**config.mk**
```make
export PLATFORM = sky130hd
export DESIGN_NAME = mv_uart_rx
export DESIGN_NICKNAME = d
export VERILOG_FILES = /design/src/rtl/mvrx_pkg.sv /design/src/rtl/mvrx_sync.sv /design/src/rtl/mvrx_vote.sv /design/src/rtl/mvrx_ctrl.sv /design/src/rtl/mv_uart_rx.sv
export SDC_FILE = /design/constraint.sdc
export NUM_CORES = 1
export LEC_CHECK = 0
export BUFFER_PORTS_ARGS = -buffer_cell sky130_fd_sc_hd__buf_2
export CAP_MARGIN = 20
export CORE_AREA = 5 5 57 59
export CTS_BUF_LIST = sky130_fd_sc_hd__clkbuf_4
export DETAILED_ROUTE_END_ITERATION = 6
export DIE_AREA = 0 0 62 64
export GPL_ROUTABILITY_DRIVEN = 0
export PLACE_DENSITY = 0.82
export SYNTH_ARGS = -nofsm -noshare
export SYNTH_HDL_FRONTEND = slang
export SYNTH_SLANG_ARGS = --single-unit
```
**constraint.sdc**
```tcl
create_clock -name clk -period 4.55 [get_ports clk]
set_input_delay 0.455 -clock clk [delete_from_list [all_inputs] [get_ports clk]]
set_output_delay 0.455 -clock clk [all_outputs]
set_load 0.02 [all_outputs]
```
**src/rtl/mvrx_pkg.sv**
```systemverilog
package mvrx_pkg;

  typedef enum logic [1:0] {
    ST_HUNT = 2'd0,
    ST_RECV = 2'd1,
    ST_TAIL = 2'd2
  } rx_state_t;

  function automatic logic maj3(input logic a, input logic b, input logic c);
    return (a & b) | (a & c) | (b & c);
  endfunction

endpackage

```
**src/rtl/mvrx_sync.sv**
```systemverilog
module mvrx_sync #(
  parameter int STAGES = 2
) (
  input  logic clk,
  input  logic rst,
  input  logic tick,
  input  logic rx_i,
  output logic line_o,
  output logic fall_o
);

  logic [STAGES-1:0] chain;
  logic              prev;

  always_ff @(posedge clk) begin
    if (rst) begin
      chain <= '1;
      prev  <= 1'b1;
    end else begin
      chain <= {chain[STAGES-2:0], rx_i};
      if (tick) prev <= chain[STAGES-1];
    end
  end

  assign line_o = chain[STAGES-1];
  assign fall_o = tick & prev & ~chain[STAGES-1];


  fall_single_chk: assert property (@(posedge clk) disable iff (rst)
    fall_o |=> !fall_o);

endmodule

```
**src/rtl/mvrx_vote.sv**
```systemverilog
module mvrx_vote
  import mvrx_pkg::*;
#(
  parameter int OVS = 16,
  parameter int CW  = 4
) (
  input  logic          clk,
  input  logic          rst,
  input  logic          tick,
  input  logic [CW-1:0] cnt,
  input  logic          line,
  output logic          vld_o,
  output logic          bit_o
);

  localparam int MID = OVS / 2;

  logic samp_a, samp_b;

  always_ff @(posedge clk) begin
    if (rst) begin
      samp_a <= 1'b1;
      samp_b <= 1'b1;
    end else if (tick) begin
      if (cnt == CW'(MID - 1)) samp_a <= line;
      if (cnt == CW'(MID))     samp_b <= line;
    end
  end

  assign vld_o = tick && (cnt == CW'(MID + 1));
  assign bit_o = maj3(samp_a, samp_b, line);


  vote_agree_chk: assert property (@(posedge clk) disable iff (rst)
    (vld_o && samp_a == samp_b) |-> (bit_o == samp_a));

endmodule

```
**src/rtl/mvrx_ctrl.sv**
```systemverilog
module mvrx_ctrl
  import mvrx_pkg::*;
#(
  parameter int DW = 8,
  parameter int CW = 4
) (
  input  logic          clk,
  input  logic          rst,
  input  logic          tick,
  input  logic          fall,
  input  logic          vld,
  input  logic          vbit,
  input  logic          filt_en,
  input  logic          done_clr,
  output logic [CW-1:0] cnt,
  output logic [DW-1:0] rx_byte,
  output logic          rx_bit9,
  output logic          rx_done
);

  localparam int SRW = DW + 1;

  rx_state_t      st;
  logic [SRW-1:0] sr;
  logic [DW-1:0]  byte_rev;
  logic           first_bit, fin, accept, start_go;

  // Bits arrive least significant first, so the oldest data bit sits highest.
  always_comb begin
    for (int i = 0; i < DW; i++) byte_rev[i] = sr[DW-1-i];
  end

  assign start_go  = (st == ST_HUNT) && fall;
  assign first_bit = (sr == '1);
  assign fin       = (st == ST_RECV) && vld && !sr[SRW-1];
  assign accept    = !rx_done && (!filt_en || vbit);

  always_ff @(posedge clk) begin
    if (rst) begin
      st      <= ST_HUNT;
      cnt     <= '0;
      sr      <= '1;
      rx_byte <= '0;
      rx_bit9 <= 1'b0;
      rx_done <= 1'b0;
    end else begin
      if (done_clr) rx_done <= 1'b0;
      case (st)
        ST_HUNT: begin
          if (fall) begin
            st  <= ST_RECV;
            cnt <= '0;
            sr  <= '1;
          end
        end
        ST_RECV: begin
          if (tick) cnt <= cnt + 1'b1;
          if (vld) begin
            if (first_bit && vbit) begin
              st <= ST_HUNT;
            end else if (!sr[SRW-1]) begin
              st <= ST_TAIL;
              sr <= {sr[SRW-2:0], vbit};
              if (accept) begin
                rx_byte <= byte_rev;
                rx_bit9 <= vbit;
                rx_done <= 1'b1;
              end
            end else begin
              sr <= {sr[SRW-2:0], vbit};
            end
          end
        end
        ST_TAIL: begin
          if (tick) cnt <= cnt + 1'b1;
          if (vld) st <= ST_HUNT;
        end
        default: st <= ST_HUNT;
      endcase
    end
  end


  start_load_chk: assert property (@(posedge clk) disable iff (rst)
    start_go |=> (st == ST_RECV && cnt == '0 && sr == '1));


  done_rise_src_chk: assert property (@(posedge clk) disable iff (rst)
    $rose(rx_done) |-> $past(fin));


  full_drop_chk: assert property (@(posedge clk) disable iff (rst)
    (fin && rx_done && !done_clr) |=> (rx_done && $stable(rx_byte) && $stable(rx_bit9)));


  filt_drop_chk: assert property (@(posedge clk) disable iff (rst)
    (fin && filt_en && !vbit && !done_clr) |=> (rx_done == $past(rx_done) && $stable(rx_byte)));


  false_start_chk: assert property (@(posedge clk) disable iff (rst)
    (st == ST_RECV && vld && first_bit && vbit) |=> (st == ST_HUNT && $stable(rx_done)));

endmodule

```
**src/rtl/mv_uart_rx.sv**
```systemverilog
module mv_uart_rx #(
  parameter int OVS         = 16,
  parameter int DATA_W      = 8,
  parameter int SYNC_STAGES = 2
) (
  input  logic              clk,
  input  logic              rst,
  input  logic              tick16,
  input  logic              rx_in,
  input  logic              filt_en,
  input  logic              done_clr,
  output logic [DATA_W-1:0] rx_byte,
  output logic              rx_bit9,
  output logic              rx_done
);

  localparam int CNT_W = $clog2(OVS);

  logic             line_s, fall_s, vote_vld, vote_bit;
  logic [CNT_W-1:0] phase;

  mvrx_sync #(.STAGES(SYNC_STAGES)) u_sync (
    .clk    (clk),
    .rst    (rst),
    .tick   (tick16),
    .rx_i   (rx_in),
    .line_o (line_s),
    .fall_o (fall_s)
  );

  mvrx_vote #(.OVS(OVS), .CW(CNT_W)) u_vote (
    .clk   (clk),
    .rst   (rst),
    .tick  (tick16),
    .cnt   (phase),
    .line  (line_s),
    .vld_o (vote_vld),
    .bit_o (vote_bit)
  );

  mvrx_ctrl #(.DW(DATA_W), .CW(CNT_W)) u_ctrl (
    .clk      (clk),
    .rst      (rst),
    .tick     (tick16),
    .fall     (fall_s),
    .vld      (vote_vld),
    .vbit     (vote_bit),
    .filt_en  (filt_en),
    .done_clr (done_clr),
    .cnt      (phase),
    .rx_byte  (rx_byte),
    .rx_bit9  (rx_bit9),
    .rx_done  (rx_done)
  );


  reset_clear_chk: assert property (@(posedge clk)
    $past(rst) |-> (!rx_done && rx_byte == '0 && !rx_bit9));

endmodule

```
==> results of run 1 <==
==> cell type report <==
cell class / instances / area [sq um]
clock buffer: 5 / 37.5
clock inverter: 3 / 16.3
fill: 227 / 1100
inverter: 8 / 30.0
multi-input combinational: 104 / 754
sequential: 30 / 601
tap: 31 / 38.8
timing repair buffer: 16 / 82.6
==> routing by layer <==
| layer | GRT usage [%] | vias to the layer above | share of wire (%) |
|---|---|---|---|
| met3 | 4.83 | 12 | 5.0 |
| li1 | - | 576 | - |
| met5 | 0 | - | 0 |
| met1 | 19.4 | 551 | 42 |
| met2 | 26.2 | 27 | 50 |
| met4 | 11.4 | 0 | 3.0 |
==> worst max path at each step <==
stage                          from           endpoint  slack, ns  cells past startpoint
finish                 u_ctrl.st[0]       u_ctrl.sr[3]       2.65                      6
global route           u_ctrl.st[0]       u_ctrl.sr[6]       2.57                      6
CTS                 u_sync.chain[1]  u_ctrl.rx_byte[2]       2.45                      4
detailed placement           tick16  u_ctrl.rx_byte[7]       2.43                      5
global placement             tick16  u_ctrl.rx_byte[0]       2.49                      5
floorplan              u_ctrl.st[0]       u_ctrl.sr[2]       2.85                      6
==> flip-flops by register name (all words and copies together) (netlist names) <==
| name | cells |
|---|---|
| u_ctrl.rx_bit9 | 1 |
| u_sync.chain | 2 |
| u_vote.samp_a | 1 |
| u_ctrl.rx_byte | 8 |
| u_ctrl.sr | 9 |
| u_ctrl.rx_done | 1 |
| u_sync.prev | 1 |
| u_vote.samp_b | 1 |
| u_ctrl.st | 2 |
| u_ctrl.cnt | 4 |
==> cells in the mapped netlist <==
cell	number
o22ai_1	3
and4b_1	1
inv_1	8
and3_4	1
nand4b_2	1
a211oi_2	1
mux2i_1	9
o2111ai_1	1
nand2b_1	7
a31oi_1	2
a211o_1	4
ha_1	7
a21oi_1	8
a22oi_1	2
nand2b_4	1
nand4_1	2
a221oi_1	1
clkbuf_1	2
o2bb2ai_1	1
nand3_1	3
dfxtp_1	30
o21a_1	1
maj3_2	1
nor2_1	23
or2_2	2
and2_1	1
nand2_1	3
o32a_1	5
a221o_1	2
nand3b_1	1
nand4_2	1
nand3b_2	1
buf_4	1
o21ai_0	2
nor3_1	1
buf_2	3
nand4b_1	3
and4_1	2
==> report_power, final <==
group | internal, mW | leakage [nW] | switching, mW
clock network | 0.0572 | 0.0286 | 0.0976
logic | 0.0316 | 0.400 | 0.0482
registers | 0.267 | 0.243 | 0.00518
==> worst max-delay path, delay by kind of cell (launching register included) <==
kind                     cells  cell delay, ns
adder cells (fa/ha/maj)      1            0.31
AND/OR/NAND/NOR              2            0.41
AO/OA/AOI/OAI                2            0.58
flip-flops                   1            0.40
buffers and inverters        1            0.08
==> kinds of logic after synthesis <==
group	Yosys count
multiplexers	9
adder cells (fa/ha/maj)	8
AO/OA/AOI/OAI	33
buffers and inverters	14
AND/OR/NAND/NOR	54
flip-flops	30
==> flow_summary_export.csv, run 1 <==
group,metric,value,unit
timing,finalHoldViolations,0,
yosys,ys_seq_area_share,42.4,%
worst_setup_path,crit_type,"reg2reg",
timing,fmax,0.525,GHz
yosys,synth.area.mux_share,6.37,%
cts,root_buffer,"clkbuf_4",
global_routing,grt_max_degree,26,
cells_and_area,finish.instance_area,0.00156,sq mm
floorplanning,die_x,62,microns
worst_setup_path,end_kind,"flip-flop",
yosys,syn_area_per_cell,9.56,sq um
worst_setup_path,cp-start-kind,"flip-flop",
floorplanning,core_area,0.00266,sq mm
job,cap_violations,0,
placed_design,dp.cells,188,
worst_setup_path,r2r_end,"u_ctrl.sr[3]",
floorplanning,initial_core_util,53.1,%
yosys,syn_inst,148,
timing,tns,0,ns
placed_design,place_ws,2.43,ns
yosys,yosys.area_share.xor_xnor,0,%
worst_hold_path,hold_path_class,"in2reg",
global_routing,antenna_found_initial,0,
timing,relSlewSlack,70.9,%
worst_setup_path,r2r-start,"u_ctrl.st[0]",
cts,cts_tree,"yes",
global_routing,grt_usage,16.9,%
cells_and_area,final_common_cell,"dfxtp_1",
power,p_leak,0.672,nW
drt,drc,0,
cts,htree_levels,2,
yosys,ys_seq_elements,30,
timing,tightest_slew,0.436,ns
timing,whs,0.287,ns
cts,cts_resized,0,
placed_design,io_buffer_count,15,
power,power_density,325,mW/mm^2
yosys,synth_top_family_by_area,"simple AND/OR/NAND/NOR gates",
yosys,synth_top_cell_by_area,"dfxtp_1",
yosys,synth-compound-area-share,17.5,%
drt,drt_iter0_markers,59,
cells_and_area,drive_above_1_share,19.3,%
drt,wl,2950,microns
worst_setup_path,crit_slowest_cell,"a211o_1",
cells_and_area,fin_nets,178,
cells_and_area,utilization,58.6,%
floorplanning,dieArea,0.00397,sq mm
drt,drtPass1Iterations,4,
cts,cts-buffers-inserted,5,
yosys,syn_nets,161,
global_routing,grt.overflow.total,0,
worst_hold_path,worstHoldStart,"rx_in",
cts,cts_sinks,30,
yosys,synth.top_cell.area_share,42.4,%
floorplanning,rows,19,
drt,wl_per_cell,15.0,microns
cells_and_area,fin_cells,197,
worst_setup_path,cp.arrival,2.14,ns
yosys,synthSimpleGateAreaFrac,22.5,%
drt,num_vias,1166,
cts,path_clk_slew,0.10,ns
worst_setup_path,cp_data_required_time,4.79,ns
outcome,outcome,"finished, final reports clean",
drt,final_antenna_net_count,0,
floorplanning,die_y,64,microns
cells_and_area,final_cell_mix,"dfxtp_1, nor2_1, buf_2",
global_routing,grt_pass1_wl,4970,microns
drt,viasPerCell,5.92,
timing,fin_crit_sh,41.9,%
worst_setup_path,reg2reg_depth,6,
yosys,synthDistinctLibCells,38,
yosys,ys_warn_count,0,
worst_setup_path,path_cells,"inv_1 > ha_1 > nand2b_1 > a211o_1 > nand2b_4 > o32a_1",
timing,finClkSkew,0.00418,ns
timing,worst_slack,2.65,ns
timing,maxSlewViolCount,0,
placed_design,hpwl,2120,microns
worst_setup_path,regToRegSetupSlack,2.65,ns
yosys,synth_area_leaders,"dfxtp_1, mux2i_1, ha_1, nor2_1, o32a_1",
yosys,synthAdderAreaFrac,6.98,%
timing,rsz0062_at_grt,"no",
timing,finalSetupViolations,0,
floorplanning,io_pins,16,
power,power.total,507,uW
worst_setup_path,cp_max_fo,8,
cells_and_area,area_growth,10.3,%
timing,fin_crit,1.90,ns
cts,postCtsSetupRepairBufs,0,
power,peakVddDrop,304,uV
placed_design,post_dp_cell_area,0.00150,sq mm
global_routing,grt_pass1_vias,1104,
worst_hold_path,hold_end,"u_sync.chain[0]",
cts,insertion_delay,0.34,ns
cells_and_area,n_antenna_cell,0,
worst_setup_path,slowest_delay,0.41,ns
cts,cts_hold_buf,0,
yosys,synth_area,0.00142,sq mm
cts,clockBufferDepth,2,
worst_hold_path,holdPathStages,2,
Note: power is estimated with default switching activity, not from simulation.
==> inputs of run 2 (changes only) <==
==> constraint.sdc (replaced) <==
create_clock -name clk -period 1.95 [get_ports clk]
set_input_delay 0.195 -clock clk [delete_from_list [all_inputs] [get_ports clk]]
set_output_delay 0.195 -clock clk [all_outputs]
set_load 0.02 [all_outputs]
==> run 2 against run 1 <==
Compared with the run above: hold slack worse by 0.23 ns; design area grew 1.0%; setup slack got worse by 2.5 ns; critical endpoint unchanged; highest routed layer unchanged.
==> flow_summary_export.csv, run 2 (synthesis results as in run 1) <==
group,metric,value,unit
drt,wl_per_cell,14.1,microns
timing,finClkSkew,0.00933,ns
worst_setup_path,crit_type,"reg2reg",
drt,drtPass1Iterations,4,
floorplanning,die_y,64,microns
power,peakVddDrop,733,uV
cts,clockBufferDepth,2,
drt,viasPerCell,5.75,
cells_and_area,area_growth,11.4,%
global_routing,grt_usage,16.1,%
placed_design,dp.cells,190,
timing,tightest_slew,0.355,ns
timing,fmax,0.549,GHz
timing,maxSlewViolCount,0,
timing,worst_slack,0.128,ns
cells_and_area,final_cell_mix,"dfxtp_1, nor2_1, buf_2",
worst_setup_path,cp-start-kind,"flip-flop",
floorplanning,core_area,0.00266,sq mm
global_routing,grt_pass1_vias,1082,
floorplanning,die_x,62,microns
placed_design,io_buffer_count,15,
timing,rsz0062_at_grt,"no",
global_routing,antenna_found_initial,0,
cells_and_area,top_register,"u_ctrl.sr",
cts,path_clk_slew,0.10,ns
cells_and_area,utilization,59.2,%
drt,drt_iter0_markers,51,
job,cap_violations,0,
global_routing,grt_pass1_wl,4860,microns
timing,tns,0,ns
floorplanning,io_pins,16,
cts,root_buffer,"clkbuf_4",
global_routing,grt_max_degree,23,
timing,finalHoldViolations,0,
cts,insertion_delay,0.32,ns
power,power_density,740,mW/mm^2
drt,drc,0,
placed_design,hpwl,2110,microns
global_routing,grt.overflow.total,0,
cells_and_area,drive_above_1_share,20.4,%
timing,relSlewSlack,76.3,%
cells_and_area,fin_nets,179,
worst_setup_path,cp_max_fo,8,
timing,fin_crit,1.82,ns
floorplanning,dieArea,0.00397,sq mm
drt,wl,2790,microns
worst_setup_path,cp.arrival,2.04,ns
timing,finalSetupViolations,0,
placed_design,place_ws,0.120,ns
worst_setup_path,end_kind,"flip-flop",
drt,final_antenna_net_count,0,
floorplanning,rows,19,
cells_and_area,reg_top3,"u_ctrl.sr (9), u_ctrl.rx_byte (8), u_ctrl.cnt (4)",
timing,fin_crit_sh,93.4,%
cts,cts_tree,"yes",
cells_and_area,fin_cells,198,
outcome,outcome,"finished, final reports clean",
worst_hold_path,hold_path_class,"in2reg",
cts,htree_levels,2,
cts,cts_hold_buf,0,
cts,cts-buffers-inserted,5,
cells_and_area,final_common_cell,"dfxtp_1",
cells_and_area,n_antenna_cell,0,
power,p_leak,0.678,nW
cells_and_area,largest_reg_flops,9,
drt,num_vias,1138,
worst_setup_path,cp_data_required_time,2.17,ns
floorplanning,initial_core_util,53.1,%
cts,cts_sinks,30,
run 2: changes by cell type in the layout (fill, tap and decap cells not counted):
cell / change
a211o_4: +1
a211o_1: -1
buf_4: +1
run 2: worst max-delay path, stage by stage, from the launching register on:
cell	delay, ns
dfxtp_1	0.39
inv_1	0.08
ha_1	0.30
nand2b_1	0.24
a211o_4	0.40
nand2b_4	0.16
o32a_1	0.17
run 2: routing by layer:
metal	vias up	global-route usage, %	wire (microns)
li1	576	-	-
met4	0	5.84	40
met5	-	0	0
met1	530	19.1	1200
met2	24	26.3	1430
met3	8	5.43	125
run 2: what timing repair did:
item                                    4_1_cts  5_1_grt
buffers inserted                              0        0
endpoints found under the setup margin        0        1
resized for setup                             0        1
run 2: path summary, 6_finish.rpt:
path                                       from              end  slack (ns)  depth (start not counted)
worst max register to register     u_ctrl.st[0]     u_ctrl.sr[3]        0.13                          6
worst min register to register  u_sync.chain[0]  u_sync.chain[1]        0.42                          1
worst min-delay path                      rx_in  u_sync.chain[0]        0.06                          2
worst max-delay path               u_ctrl.st[0]     u_ctrl.sr[3]        0.13                          6
run 2: through the flow:
| step | hold WS, ns | area [sq um] | total power, mW |
|---|---|---|---|
| after floorplan | 0.299 | 1420 | 0.794 |
| after global placement | 0.380 | 1510 | 0.821 |
| after detailed placement | 0.381 | 1510 | 0.831 |
| after CTS | 0.0455 | 1570 | 1.17 |
| after global routing | 0.0534 | 1580 | 1.24 |
| final | 0.0566 | 1580 | 1.17 |
run 2: layout make-up:
type	instances	area (sq um)
Fill cell	234	1090
Multi-Input combinational cell	104	763
Sequential cell	30	601
Timing Repair Buffer	17	90.1
Tap cell	31	38.8
Clock buffer	5	37.5
Inverter	8	30.0
Clock inverter	3	16.3
run 2: report_power, final:
part	internal [mW]	leakage, nW	switching [mW]
registers	0.624	0.243	0.0107
clock network	0.134	0.0286	0.214
logic	0.0749	0.407	0.110
total	0.832	0.678	0.334
